==> src/rtl/strm_coproc_pkg.sv <==
package strm_coproc_pkg;
  typedef enum logic [2:0] {
    OP_ADD  = 3'd0,
    OP_SUB  = 3'd1,
    OP_AND  = 3'd2,
    OP_XOR  = 3'd3,
    OP_SHL  = 3'd4,
    OP_ZERO = 3'd5
  } op_e;
endpackage

==> src/rtl/sc_steer.sv <==
module sc_steer
  import strm_coproc_pkg::*;
#(
  parameter int DATA_W = 32
) (
  input  logic              clk,
  input  logic              rst,
  input  logic [DATA_W-1:0] s_data,
  input  logic              s_ctrl,
  input  logic              s_valid,
  output logic              s_ready,
  input  logic              blocked,
  output op_e               op_sel,
  output logic [DATA_W-1:0] opnd_a,
  output logic [DATA_W-1:0] opnd_b,
  output logic              pair_done
);
  logic fire;
  logic have_a;
  op_e  decoded;

  assign s_ready = !blocked;
  assign fire    = s_valid && s_ready;

  // second operand goes straight to the function unit and result register
  assign opnd_b    = s_data;
  assign pair_done = fire && !s_ctrl && have_a;

  always_comb begin
    if (s_data == DATA_W'(0))      decoded = OP_ADD;
    else if (s_data == DATA_W'(1)) decoded = OP_SUB;
    else if (s_data == DATA_W'(2)) decoded = OP_AND;
    else if (s_data == DATA_W'(3)) decoded = OP_XOR;
    else if (s_data == DATA_W'(4)) decoded = OP_SHL;
    else                           decoded = OP_ZERO;
  end

  always_ff @(posedge clk) begin
    if (rst) begin
      op_sel <= OP_ADD;
      have_a <= 1'b0;
      opnd_a <= '0;
    end else if (fire) begin
      if (s_ctrl) begin
        op_sel <= decoded;
        have_a <= 1'b0;
      end else if (!have_a) begin
        opnd_a <= s_data;
        have_a <= 1'b1;
      end else begin
        have_a <= 1'b0;
      end
    end
  end
endmodule

==> src/rtl/sc_func.sv <==
module sc_func
  import strm_coproc_pkg::*;
#(
  parameter int DATA_W = 32
) (
  input  op_e               op_sel,
  input  logic [DATA_W-1:0] opnd_a,
  input  logic [DATA_W-1:0] opnd_b,
  output logic [DATA_W-1:0] result
);
  localparam int SHW = $clog2(DATA_W);

  always_comb begin
    unique case (op_sel)
      OP_ADD:  result = opnd_a + opnd_b;
      OP_SUB:  result = opnd_a - opnd_b;
      OP_AND:  result = opnd_a & opnd_b;
      OP_XOR:  result = opnd_a ^ opnd_b;
      OP_SHL:  result = opnd_a << opnd_b[SHW-1:0];
      default: result = '0;
    endcase
  end
endmodule

==> src/rtl/sc_hold.sv <==
module sc_hold #(
  parameter int DATA_W = 32
) (
  input  logic              clk,
  input  logic              rst,
  input  logic              load,
  input  logic [DATA_W-1:0] load_data,
  input  logic              m_ready,
  output logic              m_valid,
  output logic [DATA_W-1:0] m_data
);
  always_ff @(posedge clk) begin
    if (rst) begin
      m_valid <= 1'b0;
      m_data  <= '0;
    end else if (load) begin
      m_valid <= 1'b1;
      m_data  <= load_data;
    end else if (m_ready) begin
      m_valid <= 1'b0;
    end
  end
endmodule

==> src/rtl/strm_coproc.sv <==
module strm_coproc
  import strm_coproc_pkg::*;
#(
  parameter int DATA_W = 32
) (
  input  logic              clk,
  input  logic              rst,
  input  logic [DATA_W-1:0] s_data,
  input  logic              s_ctrl,
  input  logic              s_valid,
  output logic              s_ready,
  output logic [DATA_W-1:0] m_data,
  output logic              m_ctrl,
  output logic              m_valid,
  input  logic              m_ready
);
  op_e               op_sel;
  logic [DATA_W-1:0] opnd_a;
  logic [DATA_W-1:0] opnd_b;
  logic [DATA_W-1:0] result;
  logic              pair_done;

  sc_steer #(.DATA_W(DATA_W)) u_steer (
    .clk(clk), .rst(rst), .s_data(s_data), .s_ctrl(s_ctrl),
    .s_valid(s_valid), .s_ready(s_ready), .blocked(m_valid),
    .op_sel(op_sel), .opnd_a(opnd_a), .opnd_b(opnd_b),
    .pair_done(pair_done)
  );

  sc_func #(.DATA_W(DATA_W)) u_func (
    .op_sel(op_sel), .opnd_a(opnd_a), .opnd_b(opnd_b), .result(result)
  );

  sc_hold #(.DATA_W(DATA_W)) u_hold (
    .clk(clk), .rst(rst), .load(pair_done), .load_data(result),
    .m_ready(m_ready), .m_valid(m_valid), .m_data(m_data)
  );

  assign m_ctrl = 1'b0;
endmodule

==> config.mk <==
export PLATFORM = sky130hd
export DESIGN_NAME = strm_coproc
export DESIGN_NICKNAME = d
export VERILOG_FILES = /design/src/rtl/strm_coproc_pkg.sv /design/src/rtl/sc_steer.sv /design/src/rtl/sc_func.sv /design/src/rtl/sc_hold.sv /design/src/rtl/strm_coproc.sv
export SDC_FILE = /design/constraint.sdc
export NUM_CORES = 1
export LEC_CHECK = 0
export ABC_AREA = 1
export BUFFER_PORTS_ARGS = -buffer_cell sky130_fd_sc_hd__buf_4
export CAP_MARGIN = 20
export CORE_ASPECT_RATIO = 1.2
export CORE_MARGIN = 2
export CORE_UTILIZATION = 45
export CTS_BUF_LIST = sky130_fd_sc_hd__clkbuf_16
export CTS_CLUSTER_DIAMETER = 120
export DETAILED_ROUTE_END_ITERATION = 12
export GPL_TIMING_DRIVEN = 0
export PLACE_DENSITY_LB_ADDON = 0.15
export SYNTH_ARGS = -nofsm -noshare
export SYNTH_HDL_FRONTEND = slang
export SYNTH_HIERARCHICAL = 1
export SYNTH_SLANG_ARGS = --single-unit
==> constraint.sdc <==
create_clock -name clk -period 4.3 [get_ports clk]
set_input_delay 0.43 -clock clk [delete_from_list [all_inputs] [get_ports clk]]
set_output_delay 0.43 -clock clk [all_outputs]
set_load 0.03 [all_outputs]
# Word-level counts from Yosys, hierarchy flattened
# Cells that the tools add are included.
dict set report classes {
  n_addsub 2
  eq_ne 8
  n_shift 1
  muxes 10
  n_bitwise 4
  reduce_logical 10
}
# operator count
set ops {}
lappend ops {{32-bit case mux with 5 select lines} 1}
lappend ops {{32-bit by 2-bit equality test with 1-bit output, second input constant} 2}
lappend ops {{32-bit adder} 1}
lappend ops {{32-bit AND} 1}
lappend ops {{32-bit by 1-bit equality test with 1-bit output, second input constant} 1}
lappend ops {{32-bit by 3-bit equality test with 1-bit output, second input constant} 1}
lappend ops {{32-bit logical NOT} 1}
lappend ops {{32-bit by 5-bit left shift with 32-bit output} 1}
lappend ops {{32-bit subtractor} 1}
lappend ops {{32-bit bitwise XOR} 1}
lappend ops {{3-bit 2-to-1 mux} 4}
lappend ops {{3-bit by 2-bit equality test with 1-bit output, second input constant} 2}
lappend ops {{1-bit 2-to-1 mux} 5}
lappend ops {{3-bit by 1-bit equality test with 1-bit output, second input constant} 1}
lappend ops {{3-bit equality test, second input constant} 1}
lappend ops {{1-bit logical AND} 3}
lappend ops {{3-bit logical NOT} 1}
lappend ops {{3-bit AND reduction} 1}
lappend ops {{1-bit logical NOT} 2}
lappend ops {{1-bit inverter} 2}
lappend ops {{2-bit AND reduction} 1}
lappend ops {{2-bit nonzero test} 1}
dict set report totals {
  ff_bits 69
  inputBits 37
  wordCells 40
}

# Depth between registers and ports, before layout
# Gate-level depths: netlist of the first run.
dict set report logic_depth {
  word_depth 6
  depth_mapped 27
  ltp_nobuf 25
}

# Cells and area by module
# Netlist of the first run, hierarchy kept.
# module n_inst cells_each area_per_inst_um2 seq_area_each_um2
set modules_own_cells {}
lappend modules_own_cells {sc_func 1 1215 5985.7 0.0}
lappend modules_own_cells {sc_steer 1 245 1770.4 720.7}
lappend modules_own_cells {sc_hold 1 143 1152.4 660.6}
lappend modules_own_cells {strm_coproc 1 2 11.3 0.0}

# Least setup slack after synthesis of the first run
# OpenSTA, ideal clock, no wires.
dict set report synth_path {
  path_type {in2reg}
  startpoint {input s_data[0]}
  endpoint {register u_hold.m_data[29]}
  setup_ns 0.116
  arrival_time_ns 3.049
  required_time_ns 4.184
  path_slack_ns 1.135
  cell_stages 24
  path_buffers 2
  cell_sequence {buf_4 inv_2 buf_2 ha_1 inv_1 nor3_2 nand2_1 nand2_1 o21ai_0 xor2_1 ha_1 nand2_1 nor2_1 inv_1 nor3_1 nand2_1 nand2_1 nand2_1 nand2_1 nand2_1 nand3_1 nand2_1 nor2_1 nor2_1}
}
dict set report synth_between {
  elab_chain_cells 2
}
# element line
set synth_lines {}
lappend synth_lines {{start: declaration} strm_coproc.sv:8} ;# input logic [DATA_W-1:0] s_data,
lappend synth_lines {{32-bit subtractor, or another cell as far along} sc_func.sv:16} ;# OP_SUB: result = opnd_a - opnd_b;
lappend synth_lines {{32-bit case mux with 5 select lines *} sc_func.sv:14} ;# unique case (op_sel)
lappend synth_lines {{net result[29]} strm_coproc.sv:20} ;# logic [DATA_W-1:0] result;
lappend synth_lines {{end signal: assignment} sc_hold.sv:18} ;# m_data <= load_data;
lappend synth_lines {{end: declaration} sc_hold.sv:10} ;# output logic [DATA_W-1:0] m_data
# The timed path passes the listed nets; every way through them passes the cells marked *.
# A chain may end at the register's enable or synchronous reset.

# Worst setup path after layout of the first run
dict set report layout_path {
  startpoint {input s_data[0]}
  endpoint {register u_hold.m_data[17]}
}
# Same word-level chain as after synthesis.

==> summary.txt, run 1 <==
Route
  • Wire length per cell: 18.9 um
  • Drt initial violations: 965
  • Final ANT Viol Nets: 0
  • Routed WL: 36,900 um
  • Post-route DRC: 0
  • First drt pass iteration count: 6
  • Via density: 5.54
  • Routed via count: 10,810

Worst setup path
  • CP max FO: 11
  • Crit-path slowest cell: ha_1
  • Data required time of the critical path: 4.54 ns
  • Critical setup path kind: in -> reg
  • Setup crit end kind: register
  • Startpoint Class: input port
  • Most Frequent Cell on Critical Path: nor2_1
  • Worst-path cell chain: buf_4 -> buf_4 -> inv_2 -> buf_2 -> ha_1 -> inv_1 -> nor3_2 -> nand2_1 -> nor2_2 -> a21oi_1 -> xor2_1 -> ha_1 -> nand2_1 -> nor2_1 -> inv_1 -> nor2_1 -> nand4_1 -> nand3_1 -> nand2_1 -> nand3_1 -> nand3_1 -> nor2_1 -> nor2_1
  • Slowest stage delay, CP: 0.37 ns
  • Critical Path AT: 4.24 ns

Hold path
  • HP Class: in -> reg

Logic synthesis
  • Synth Flop Type: dfxtp_1
  • Post-synth EDFFs: 0
  • Post-synth cell types: 45
  • Ys async rst share: 0%
  • Synth warn: 6
  • Sequential element share of the synthesized area: 15.5%
  • Most instantiated cells after synthesis: 534 x nand2_1, 202 x nand3_1, 185 x nor2_1, 166 x inv_1, 86 x a21oi_1
  • Synth area leaders: nand2_1 22%, dfxtp_1 15%, nand3_1 11%
  • Mean Syn Cell Area: 5.56 um2
  • Top-count cell post-synth: nand2_1
  • Yosys top cell area share: 22.5%
  • Synth Instances: 1,605
  • Post-Syn Area: 8920 um2
  • Yosys top cell by area: nand2_1
  • #FFs+latches synth: 69
  • Synthesized Nets: 1,708

Place
  • DP HPWL: 31,000 um
  • Post-Place Cell Area: 9770 um2
  • Number of port buffers: 70
  • Routability Congestion: 1.03

Global routing
  • First-pass GRT wire length: 55,900 um
  • Grt total ovfl: 0
  • Vias in the first global route: 9,966
  • Initial antenna violation count: 0
  • Total track usage: 35.4%
  • Largest net degree at the start of global routing: 13

STA
  • Setup-failing EPs final: 0
  • Min Tclk post-route: 3.99 ns
  • Final Skew: 0.00894 ns
  • Hold Violations, Final: 0
  • Fin. max-slew vios: 0
  • RSZ-0062 raised after global routing: false
  • Fmax: 250 MHz
  • Period utilization: 92.9%
  • Setup TNS: 0 ns
  • Relative slew slack: 23.4%
  • Worst-Margin Slew: 1.15 ns

Clocking
  • Clock slew at reported path FFs: 0.06 ns
  • Clock Path Buffers: 2
  • H-tree depth: 3
  • Clk root buf: clkbuf_16
  • Post-CTS Setup Bufs: 0
  • Post-CTS resize count: 0
  • Hold-fix buffers, CTS: 0
  • Cts bufs inserted: 9
  • TritonCTS clock tree: done
  • CTS Sinks: 69
  • Clock latency on the worst-skew pair: 0.35 ns

Finish
  • Post-layout nets: 1,789
  • Ratio of cells with drive above 1 in the final layout: 11.0%
  • ANT cells: 0
  • Post-route cell area: 10,100 um2
  • Layout area overhead: 13.1%

Run status
  • Status: finished, final reports clean

Floorplan
  • I/O Pins: 72
  • Starting Density: 45.8%
  • Std cell rows: 56
  • Die Width: 133 um
  • Die Ht: 158 um
  • Core region area: 19,500 um2
  • Die ar.: 21,000 um2

Power
  • P_leak: 0.00527 uW
  • Power Density: 244 nW/um2
  • Peak VDD IR: 0.180 mV

Flow run
  • MaxCap Viol Count: 0
[layout make-up]
class / count / area (um2)
multi-input cells: 1273 / 6330
inverters: 175 / 657
repair buffers: 70 / 526
clock inverters: 7 / 90.1
fillers: 2200 / 9390
plain buffers: 88 / 553
clock buffers: 9 / 225
flip-flops and latches: 69 / 1380
well taps: 261 / 327
[kinds of logic after synthesis]
family,Yosys count,share of synthesized area (%)
simple gates,978,46.1
buf+inv,263,13.6
compound gates,199,12.6
flops,69,15.5
fa+ha+maj,66,9.34
xor+xnor,29,2.85
other cells,1,0.0420
[power by group]
group          switching [uW]  internal, uW  total [uW]
clock                     331           507         838
sequential               40.5           664         705
combinational             611           303         914
[sequential cells by signal (all words and copies together), names as in the netlist]
register and count:
u_hold/m_data 32, u_steer/opnd_a 32, u_steer/op_sel 3, u_hold/m_valid 1, u_steer/have_a 1
[per-stage QoR]
stage          power [uW]  std cells  hold slack, ns  setup WS, ns  utilization, %
2_1_floorplan        1320       1605           0.458          1.14               -
5_1_grt              2580       1952           0.280        0.0701            51.8
4_1_cts              2450       1952           0.266         0.468            51.8
3_3_place_gp         1600       1936           0.477        0.0873            50.2
3_5_place_dp         1610       1936           0.485         0.105            50.2
6_report             2460       1952           0.288         0.306            51.8
[cells in the final DEF (no fill, tap or decap), drive strengths merged]
master,count
a31oi,2
ha,65
o21a,3
o311ai,1
and2,1
o221ai,1
nand3b,13
o21ai,71
clkinv,4
xnor2,5
a21oi,88
nor2,194
nand3,204
inv,176
o2111ai,2
or2,4
dfxtp,69
nor3,12
a22o,10
nand4,12
nand2,538
conb,1
clkbuf,31
fa,1
a21o,1
a22oi,13
buf,136
o21bai,2
a211oi,3
xor2,24
o211ai,2
bufinv,2
[per-layer routing]
layer,part of all wire [%],track usage [%],vias to the layer above
met4,5.6,18.9,0
li1,-,-,5321
met2,47,60.4,428
met3,6.0,3.39,93
met1,42,44.2,4968
met5,0,0,-
[critical path: cells and delay by family]
| kind | cells | cell delay [ns] |
|---|---|---|
| AND/OR/NAND/NOR | 13 | 2.03 |
| adder cells (fa/ha/maj) | 2 | 0.60 |
| XOR/XNOR | 1 | 0.16 |
| AO/OA/AOI/OAI | 1 | 0.10 |
| buffers and inverters | 6 | 0.91 |
[final timing paths]
check                           slack [ns]                              to  cells after the start                      startpoint
worst max-delay path                  0.31  u_hold/m_data[17]$_SDFFE_PP0P_                     23                       s_data[0]
worst min-delay path                  0.29     u_hold/m_valid$_SDFFE_PP0P_                      2                             rst
worst max register to register        0.50  u_hold/m_data[30]$_SDFFE_PP0P_                     20  u_steer/op_sel[2]$_SDFFE_PP0P_
worst min register to register        0.49  u_hold/m_data[18]$_SDFFE_PP0P_                      2  u_hold/m_data[18]$_SDFFE_PP0P_
Power figures use the tool's default switching activity.
==> run 2, diff against run 1 <==
Settings changed: CORE_ASPECT_RATIO 1.2 to 1.4.
==> summary.txt, run 2 (synthesized netlist as in run 1, its figures left out) <==
Run status
  • Status: finished, final reports clean (unchanged)

STA
  • Final Skew: 0.0107 ns (was 0.00894 ns)
  • Relative slew slack: 52.5% (was 23.4%)
  • Min Tclk post-route: 4.03 ns (was 3.99 ns)
  • Setup TNS: 0 ns (unchanged)
  • Fin. max-slew vios: 0 (unchanged)
  • Period utilization: 93.7% (was 92.9%)
  • Fmax: 248 MHz (was 250 MHz)
  • Worst-Margin Slew: 0.707 ns (was 1.15 ns)
  • Final setup margin: 0.269 ns (was 0.306 ns)
  • Final Hold Slack: 0.255 ns (was 0.288 ns)
  • Setup-failing EPs final: 0 (unchanged)
  • RSZ-0062 raised after global routing: false (unchanged)
  • Hold Violations, Final: 0 (unchanged)

Floorplan
  • Core region area: 19,400 um2 (was 19,500 um2)
  • Die ar.: 21,000 um2 (about the same)
  • Die Width: 123 um (was 133 um)
  • Starting Density: 46.1% (was 45.8%)
  • Die Ht: 171 um (was 158 um)
  • I/O Pins: 72 (unchanged)
  • Std cell rows: 60 (was 56)

Clocking
  • Clk root buf: clkbuf_16 (unchanged)
  • Clock latency on the worst-skew pair: 0.35 ns (about the same)
  • TritonCTS clock tree: done (unchanged)
  • Post-CTS Setup Bufs: 0 (unchanged)
  • H-tree depth: 3 (unchanged)
  • CTS Sinks: 69 (unchanged)
  • Clock Path Buffers: 2 (unchanged)
  • Clock slew at reported path FFs: 0.06 ns (about the same)
  • Hold-fix buffers, CTS: 0 (unchanged)
  • Post-CTS resize count: 0 (unchanged)
  • Cts bufs inserted: 9 (unchanged)

Route
  • Wire length per cell: 18.6 um (was 18.9 um)
  • Drt initial violations: 753 (was 965)
  • Via density: 5.56 (was 5.54)
  • First drt pass iteration count: 5 (was 6)
  • Final ANT Viol Nets: 0 (unchanged)
  • Routed via count: 10,794 (was 10,810)
  • Routed WL: 36,100 um (was 36,900 um)
  • Post-route DRC: 0 (unchanged)

Place
  • Number of port buffers: 70 (unchanged)
  • Worst slack at placement: 0.0456 ns (was 0.105 ns)
  • DP HPWL: 30,500 um (was 31,000 um)
  • Routability Congestion: 1.05 (was 1.03)
  • Dpl cells: 1,923 (was 1,936)

Hold path
  • Worst hold path stage count: 2 (unchanged)
  • HP Class: in -> reg (unchanged)
  • HP Start: rst (unchanged)
  • WHS Endpoint: u_hold/m_valid$_SDFFE_PP0P_ (unchanged)

Worst setup path
  • R2R setup slack: 0.53 ns (was 0.50 ns)
  • CP max FO: 11 (unchanged)
  • Data required time of the critical path: 4.53 ns (was 4.54 ns)
  • Critical Path AT: 4.27 ns (was 4.24 ns)
  • Reg2Reg Depth: 20 (unchanged)
  • Crit Reg-Reg Endpoint: u_hold/m_data[30]$_SDFFE_PP0P_ (unchanged)
  • Startpoint Class: input port (unchanged)
  • Worst Setup SP: s_data[0] (unchanged)
  • Worst r2r src: u_steer/op_sel[2]$_SDFFE_PP0P_ (unchanged)
  • Setup crit end kind: register (unchanged)
  • Critical setup path kind: in -> reg (unchanged)

Finish
  • Largest registers: u_hold/m_data (32), u_steer/opnd_a (32), u_steer/op_sel (3) (unchanged)
  • Leading cell type in the layout, fill and taps excluded: nand2_1 (unchanged)
  • Post-layout nets: 1,790 (was 1,789)
  • Layout area overhead: 13.0% (was 13.1%)
  • Fin cells: 1,940 (was 1,952)
  • Ratio of cells with drive above 1 in the final layout: 11.1% (was 11.0%)
  • Most frequent cells in the layout: 534 x nand2_1, 202 x nand3_1, 185 x nor2_1 (unchanged)
  • ANT cells: 0 (unchanged)

Power
  • Power Density: 242 nW/um2 (was 244 nW/um2)
  • Logic gate share of total power: 37.2% (about the same)
  • Sw frac: 39.5% (was 40.0%)
  • Share of power burned in registers: 28.9% (was 28.7%)
  • P_leak: 0.00528 uW (was 0.00527 uW)
  • Internal Pwr Total: 1470 uW (about the same)
  • Clk pwr share: 33.9% (was 34.1%)
  • Switching power: 962 uW (was 983 uW)
  • Peak VDD IR: 0.169 mV (was 0.180 mV)
  • Total power: 2440 uW (was 2460 uW)

Global routing
  • Largest net degree at the start of global routing: 13 (unchanged)
  • Total track usage: 34.7% (was 35.4%)
  • Vias in the first global route: 10,009 (was 9,966)
  • Grt total ovfl: 0 (unchanged)
  • Initial antenna violation count: 0 (unchanged)
  • First-pass GRT wire length: 54,400 um (was 55,900 um)

Flow run
  • MaxCap Viol Count: 0 (unchanged)
## run 2: changes by cell type in the layout (fill, tap and decap cells not counted)
cell / previous run / this run
buf_6: 6 / 7
## run 2: how the worst max path moves through the flow
stage	endpoint	cells after the start	slack (ns)
floorplan	u_hold/m_data[29]$_SDFFE_PP0P_	24	1.14
global placement	u_hold/m_data[17]$_SDFFE_PP0P_	23	0.04
detailed placement	u_hold/m_data[17]$_SDFFE_PP0P_	23	0.05
CTS	u_hold/m_data[17]$_SDFFE_PP0P_	23	0.38
global route	u_hold/m_data[28]$_SDFFE_PP0P_	24	0.09
finish	u_hold/m_data[17]$_SDFFE_PP0P_	23	0.27
## run 2: cell type report
type	instances	area [um2]
Clock inverter	7	90.1
Inverter	175	657
Tap cell	248	310
Buffer	88	553
Multi-Input combinational cell	1273	6330
Timing Repair Buffer	71	537
Clock buffer	9	225
Fill cell	2178	9290
Sequential cell	69	1380
## run 2: power by group through the flow
| stage | Clock [uW] | Combinational, uW | Sequential (uW) |
|---|---|---|---|
| 2_1_floorplan | 0 | 602 | 715 |
| 5_1_grt | 867 | 1000 | 706 |
| 4_1_cts | 840 | 889 | 702 |
| 6_report | 825 | 907 | 704 |
| 3_3_place_gp | 0 | 882 | 716 |
| 3_5_place_dp | 0 | 885 | 716 |
## run 2: through the flow
step	util [%]	instance area, um2
after floorplan	-	8920
after global placement	50.4	9760
after detailed placement	50.4	9760
after CTS	52.0	10100
after global routing	52.1	10100
final	52.1	10100
## run 2: routing by layer
| metal | track usage, % | share of wire (%) | vias to the layer above |
|---|---|---|---|
| li1 | - | - | 5312 |
| met1 | 40.4 | 40 | 4939 |
| met2 | 58.9 | 47 | 422 |
| met3 | 4.90 | 5.9 | 121 |
| met4 | 22.4 | 7.5 | 0 |
| met5 | 0 | 0 | - |
## run 2: critical path: stages
cell,delay (ns)
buf_4,0.13
buf_4,0.18
inv_2,0.11
buf_2,0.31
ha_1,0.24
inv_1,0.11
nor3_2,0.34
nand2_1,0.18
nor2_2,0.18
a21oi_1,0.10
xor2_1,0.15
ha_1,0.37
nand2_1,0.13
nor2_1,0.31
inv_1,0.07
nor2_1,0.18
nand4_1,0.24
nand3_1,0.13
nand2_1,0.05
nand3_1,0.07
nand3_1,0.09
nor2_1,0.12
nor2_1,0.05
==> run 3, diff against run 2 <==
Settings changed: SETUP_SLACK_MARGIN set to 0.4.
==> summary.txt, run 3 (synthesized netlist as in run 1, its figures left out) <==
STA
  • Min Tclk post-route: 3.71 ns (was 4.03 ns)
  • Hold Violations, Final: 0 (unchanged)
  • RSZ-0062 raised after global routing: false (unchanged)
  • Relative slew slack: 49.6% (was 52.5%)
  • Fin. max-slew vios: 0 (unchanged)
  • Worst-Margin Slew: 0.751 ns (was 0.707 ns)
  • Final Skew: 0.0105 ns (was 0.0107 ns)
  • Setup TNS: 0 ns (unchanged)
  • Period utilization: 86.4% (was 93.7%)
  • Fmax: 269 MHz (was 248 MHz)
  • Final setup margin: 0.586 ns (was 0.269 ns)
  • Setup-failing EPs final: 0 (unchanged)

Global routing
  • Largest net degree at the start of global routing: 13 (unchanged)
  • First-pass GRT wire length: 54,400 um (unchanged)
  • Total track usage: 34.7% (unchanged)
  • Grt total ovfl: 0 (unchanged)
  • Initial antenna violation count: 0 (unchanged)
  • Vias in the first global route: 10,009 (unchanged)

Floorplan
  • Starting Density: 46.1% (unchanged)
  • Die ar.: 21,000 um2 (unchanged)
  • Std cell rows: 60 (unchanged)
  • I/O Pins: 72 (unchanged)
  • Die Ht: 171 um (unchanged)
  • Die Width: 123 um (unchanged)
  • Core region area: 19,400 um2 (unchanged)

Clocking
  • Cts bufs inserted: 9 (unchanged)
  • Clock latency on the worst-skew pair: 0.35 ns (about the same)
  • Clock Path Buffers: 2 (unchanged)
  • CTS Sinks: 69 (unchanged)
  • Clock slew at reported path FFs: 0.06 ns (about the same)
  • TritonCTS clock tree: done (unchanged)
  • H-tree depth: 3 (unchanged)
  • Hold-fix buffers, CTS: 0 (unchanged)
  • Clk root buf: clkbuf_16 (unchanged)

Finish
  • Ratio of cells with drive above 1 in the final layout: 11.6% (was 11.1%)
  • Leading cell type in the layout, fill and taps excluded: nand2_1 (unchanged)
  • Most frequent cells in the layout: 531 x nand2_1, 202 x nand3_1, 182 x nor2_1 (was 534 x nand2_1, 202 x nand3_1, 185 x nor2_1)
  • Largest registers: u_hold/m_data (32), u_steer/opnd_a (32), u_steer/op_sel (3) (unchanged)
  • Layout area overhead: 13.7% (was 13.0%)
  • ANT cells: 0 (unchanged)
  • Fin cells: 1,942 (was 1,940)
  • # fillers: 2,171 (was 2,178)
  • Post-layout nets: 1,792 (was 1,790)

Worst setup path
  • Data required time of the critical path: 4.54 ns (was 4.53 ns)
  • Startpoint Class: input port (unchanged)
  • Setup crit end kind: register (unchanged)
  • Crit Reg-Reg Endpoint: u_hold/m_data[30]$_SDFFE_PP0P_ (unchanged)
  • Crit-path slowest cell: ha_1 (unchanged)
  • Crit path to: u_hold/m_data[26]$_SDFFE_PP0P_ (was u_hold/m_data[17]$_SDFFE_PP0P_)
  • Worst r2r src: u_steer/op_sel[2]$_SDFFE_PP0P_ (unchanged)
  • Delay-heaviest family, CP: simple AND/OR/NAND/NOR gates (unchanged)
  • Worst-path cell chain: buf_4 -> buf_4 -> inv_2 -> buf_6 -> ha_1 -> inv_1 -> nor3_4 -> nand2_1 -> nor2_2 -> a21oi_1 -> xnor2_1 -> ha_1 -> nand2_1 -> nor2_1 -> nand2_1 -> nor3_1 -> nand2_1 -> nand3b_1 -> nand2_1 -> nand3_1 -> nand2_1 -> nor2_1 -> nor2_1 (was buf_4 -> buf_4 -> inv_2 -> buf_2 -> ha_1 -> inv_1 -> nor3_2 -> nand2_1 -> nor2_2 -> a21oi_1 -> xor2_1 -> ha_1 -> nand2_1 -> nor2_1 -> inv_1 -> nor2_1 -> nand4_1 -> nand3_1 -> nand2_1 -> nand3_1 -> nand3_1 -> nor2_1 -> nor2_1)
  • Critical Path AT: 3.96 ns (was 4.27 ns)
  • Slowest stage delay, CP: 0.40 ns (was 0.37 ns)
  • CP max FO: 11 (unchanged)
  • Critical setup path kind: in -> reg (unchanged)
  • Worst Setup SP: s_data[0] (unchanged)
  • Reg2Reg Depth: 20 (unchanged)
  • Worst Path Buf+Inv: 5 (was 6)
  • R2R setup slack: 0.70 ns (was 0.53 ns)
  • Most Frequent Cell on Critical Path: nand2_1 (was nor2_1)
  • Levels on crit path: 23 (unchanged)

Place
  • DP HPWL: 30,500 um (unchanged)
  • Dpl cells: 1,923 (unchanged)
  • Number of port buffers: 70 (unchanged)
  • Worst slack at placement: 0.0456 ns (unchanged)
  • Routability Congestion: 1.05 (unchanged)

Hold path
  • Worst hold path stage count: 2 (unchanged)
  • HP Class: in -> reg (unchanged)

Power
  • Total power: 2440 uW (about the same)
  • Power Density: 241 nW/um2 (was 242 nW/um2)
  • P_leak: 0.00530 uW (was 0.00528 uW)
  • Peak VDD IR: 0.169 mV (about the same)

Route
  • Drt initial violations: 839 (was 753)
  • Via density: 5.55 (was 5.56)
  • Final ANT Viol Nets: 0 (unchanged)
  • Wire length per cell: 18.6 um (about the same)
  • Routed WL: 36,100 um (about the same)
  • Post-route DRC: 0 (unchanged)
  • Routed via count: 10,787 (was 10,794)
  • First drt pass iteration count: 5 (unchanged)

Run status
  • Status: finished, final reports clean (unchanged)

Flow run
  • MaxCap Viol Count: 0 (unchanged)
## run 3: worst min path at each step
stage                                   start                              to  slack, ns
6_report                                  rst     u_hold/m_valid$_SDFFE_PP0P_       0.26
5_1_grt                                   rst     u_hold/m_valid$_SDFFE_PP0P_       0.25
4_1_cts                                   rst     u_hold/m_valid$_SDFFE_PP0P_       0.25
3_5_place_dp   u_hold/m_data[16]$_SDFFE_PP0P_  u_hold/m_data[16]$_SDFFE_PP0P_       0.48
3_3_place_gp   u_hold/m_data[22]$_SDFFE_PP0P_  u_hold/m_data[22]$_SDFFE_PP0P_       0.48
2_1_floorplan  u_steer/op_sel[0]$_SDFFE_PP0P_  u_steer/op_sel[0]$_SDFFE_PP0P_       0.46
## run 3: metal layers
layer	track usage, %	up-vias	routed length [um]
li1	-	5321	-
met1	40.4	4912	14300
met2	58.9	428	17000
met3	4.90	126	2080
met4	22.4	0	2740
met5	0	-	0
## run 3: worst register-to-register path: stages, from the launching register on
cell and delay (ns):
dfxtp_1 0.45, nor2_1 0.11, nand2_2 0.20, clkbuf_1 0.45, nand2_1 0.17, xor2_2 0.25
inv_1 0.09, ha_1 0.36, nand2_1 0.14, nor2_1 0.21, nand2_1 0.08, nand3_1 0.15
nand2_1 0.11, nand2_2 0.18, nand2_1 0.10, nand2_1 0.07, nand2_1 0.04, nand3_1 0.10
nand2_1 0.07, nor2_1 0.10, nor2_1 0.05
## run 3: stage by stage
stage / hold WS [ns] / instance area [um2] / utilization, %
final: 0.256 / 10100 / 52.3
after global routing: 0.253 / 10100 / 52.3
after CTS: 0.248 / 10100 / 52.0
after detailed placement: 0.483 / 9760 / 50.4
after global placement: 0.477 / 9760 / 50.4
after floorplan: 0.458 / 8920 / -
## run 3: area by class of cell
| type | count | area [um2] | area share (%) |
|---|---|---|---|
| Clock inverter | 7 | 90.1 | 0.889 |
| Sequential cell | 69 | 1380 | 13.6 |
| Multi-Input combinational cell | 1273 | 6360 | 62.7 |
| Buffer | 88 | 566 | 5.58 |
| Clock buffer | 9 | 225 | 2.22 |
| Inverter | 175 | 657 | 6.48 |
| Timing Repair Buffer | 73 | 552 | 5.44 |
| Tap cell | 248 | 310 | 3.06 |
## run 3: power by group
part / leakage (uW) / switching, uW / total, uW / internal, uW
sequential: 0.000561 / 39.6 / 704 / 664
clock: 0.000159 / 317 / 824 / 506
combinational: 0.00458 / 605 / 912 / 307
total: 0.00530 / 962 / 2440 / 1480
## run 3: what timing repair did
| item | CTS | global route |
|---|---|---|
| gates resized for setup | 1 | 13 |
| buffers inserted | 0 | 2 |
| setup endpoints to repair | 1 | 18 |
| pin swaps | 0 | 3 |
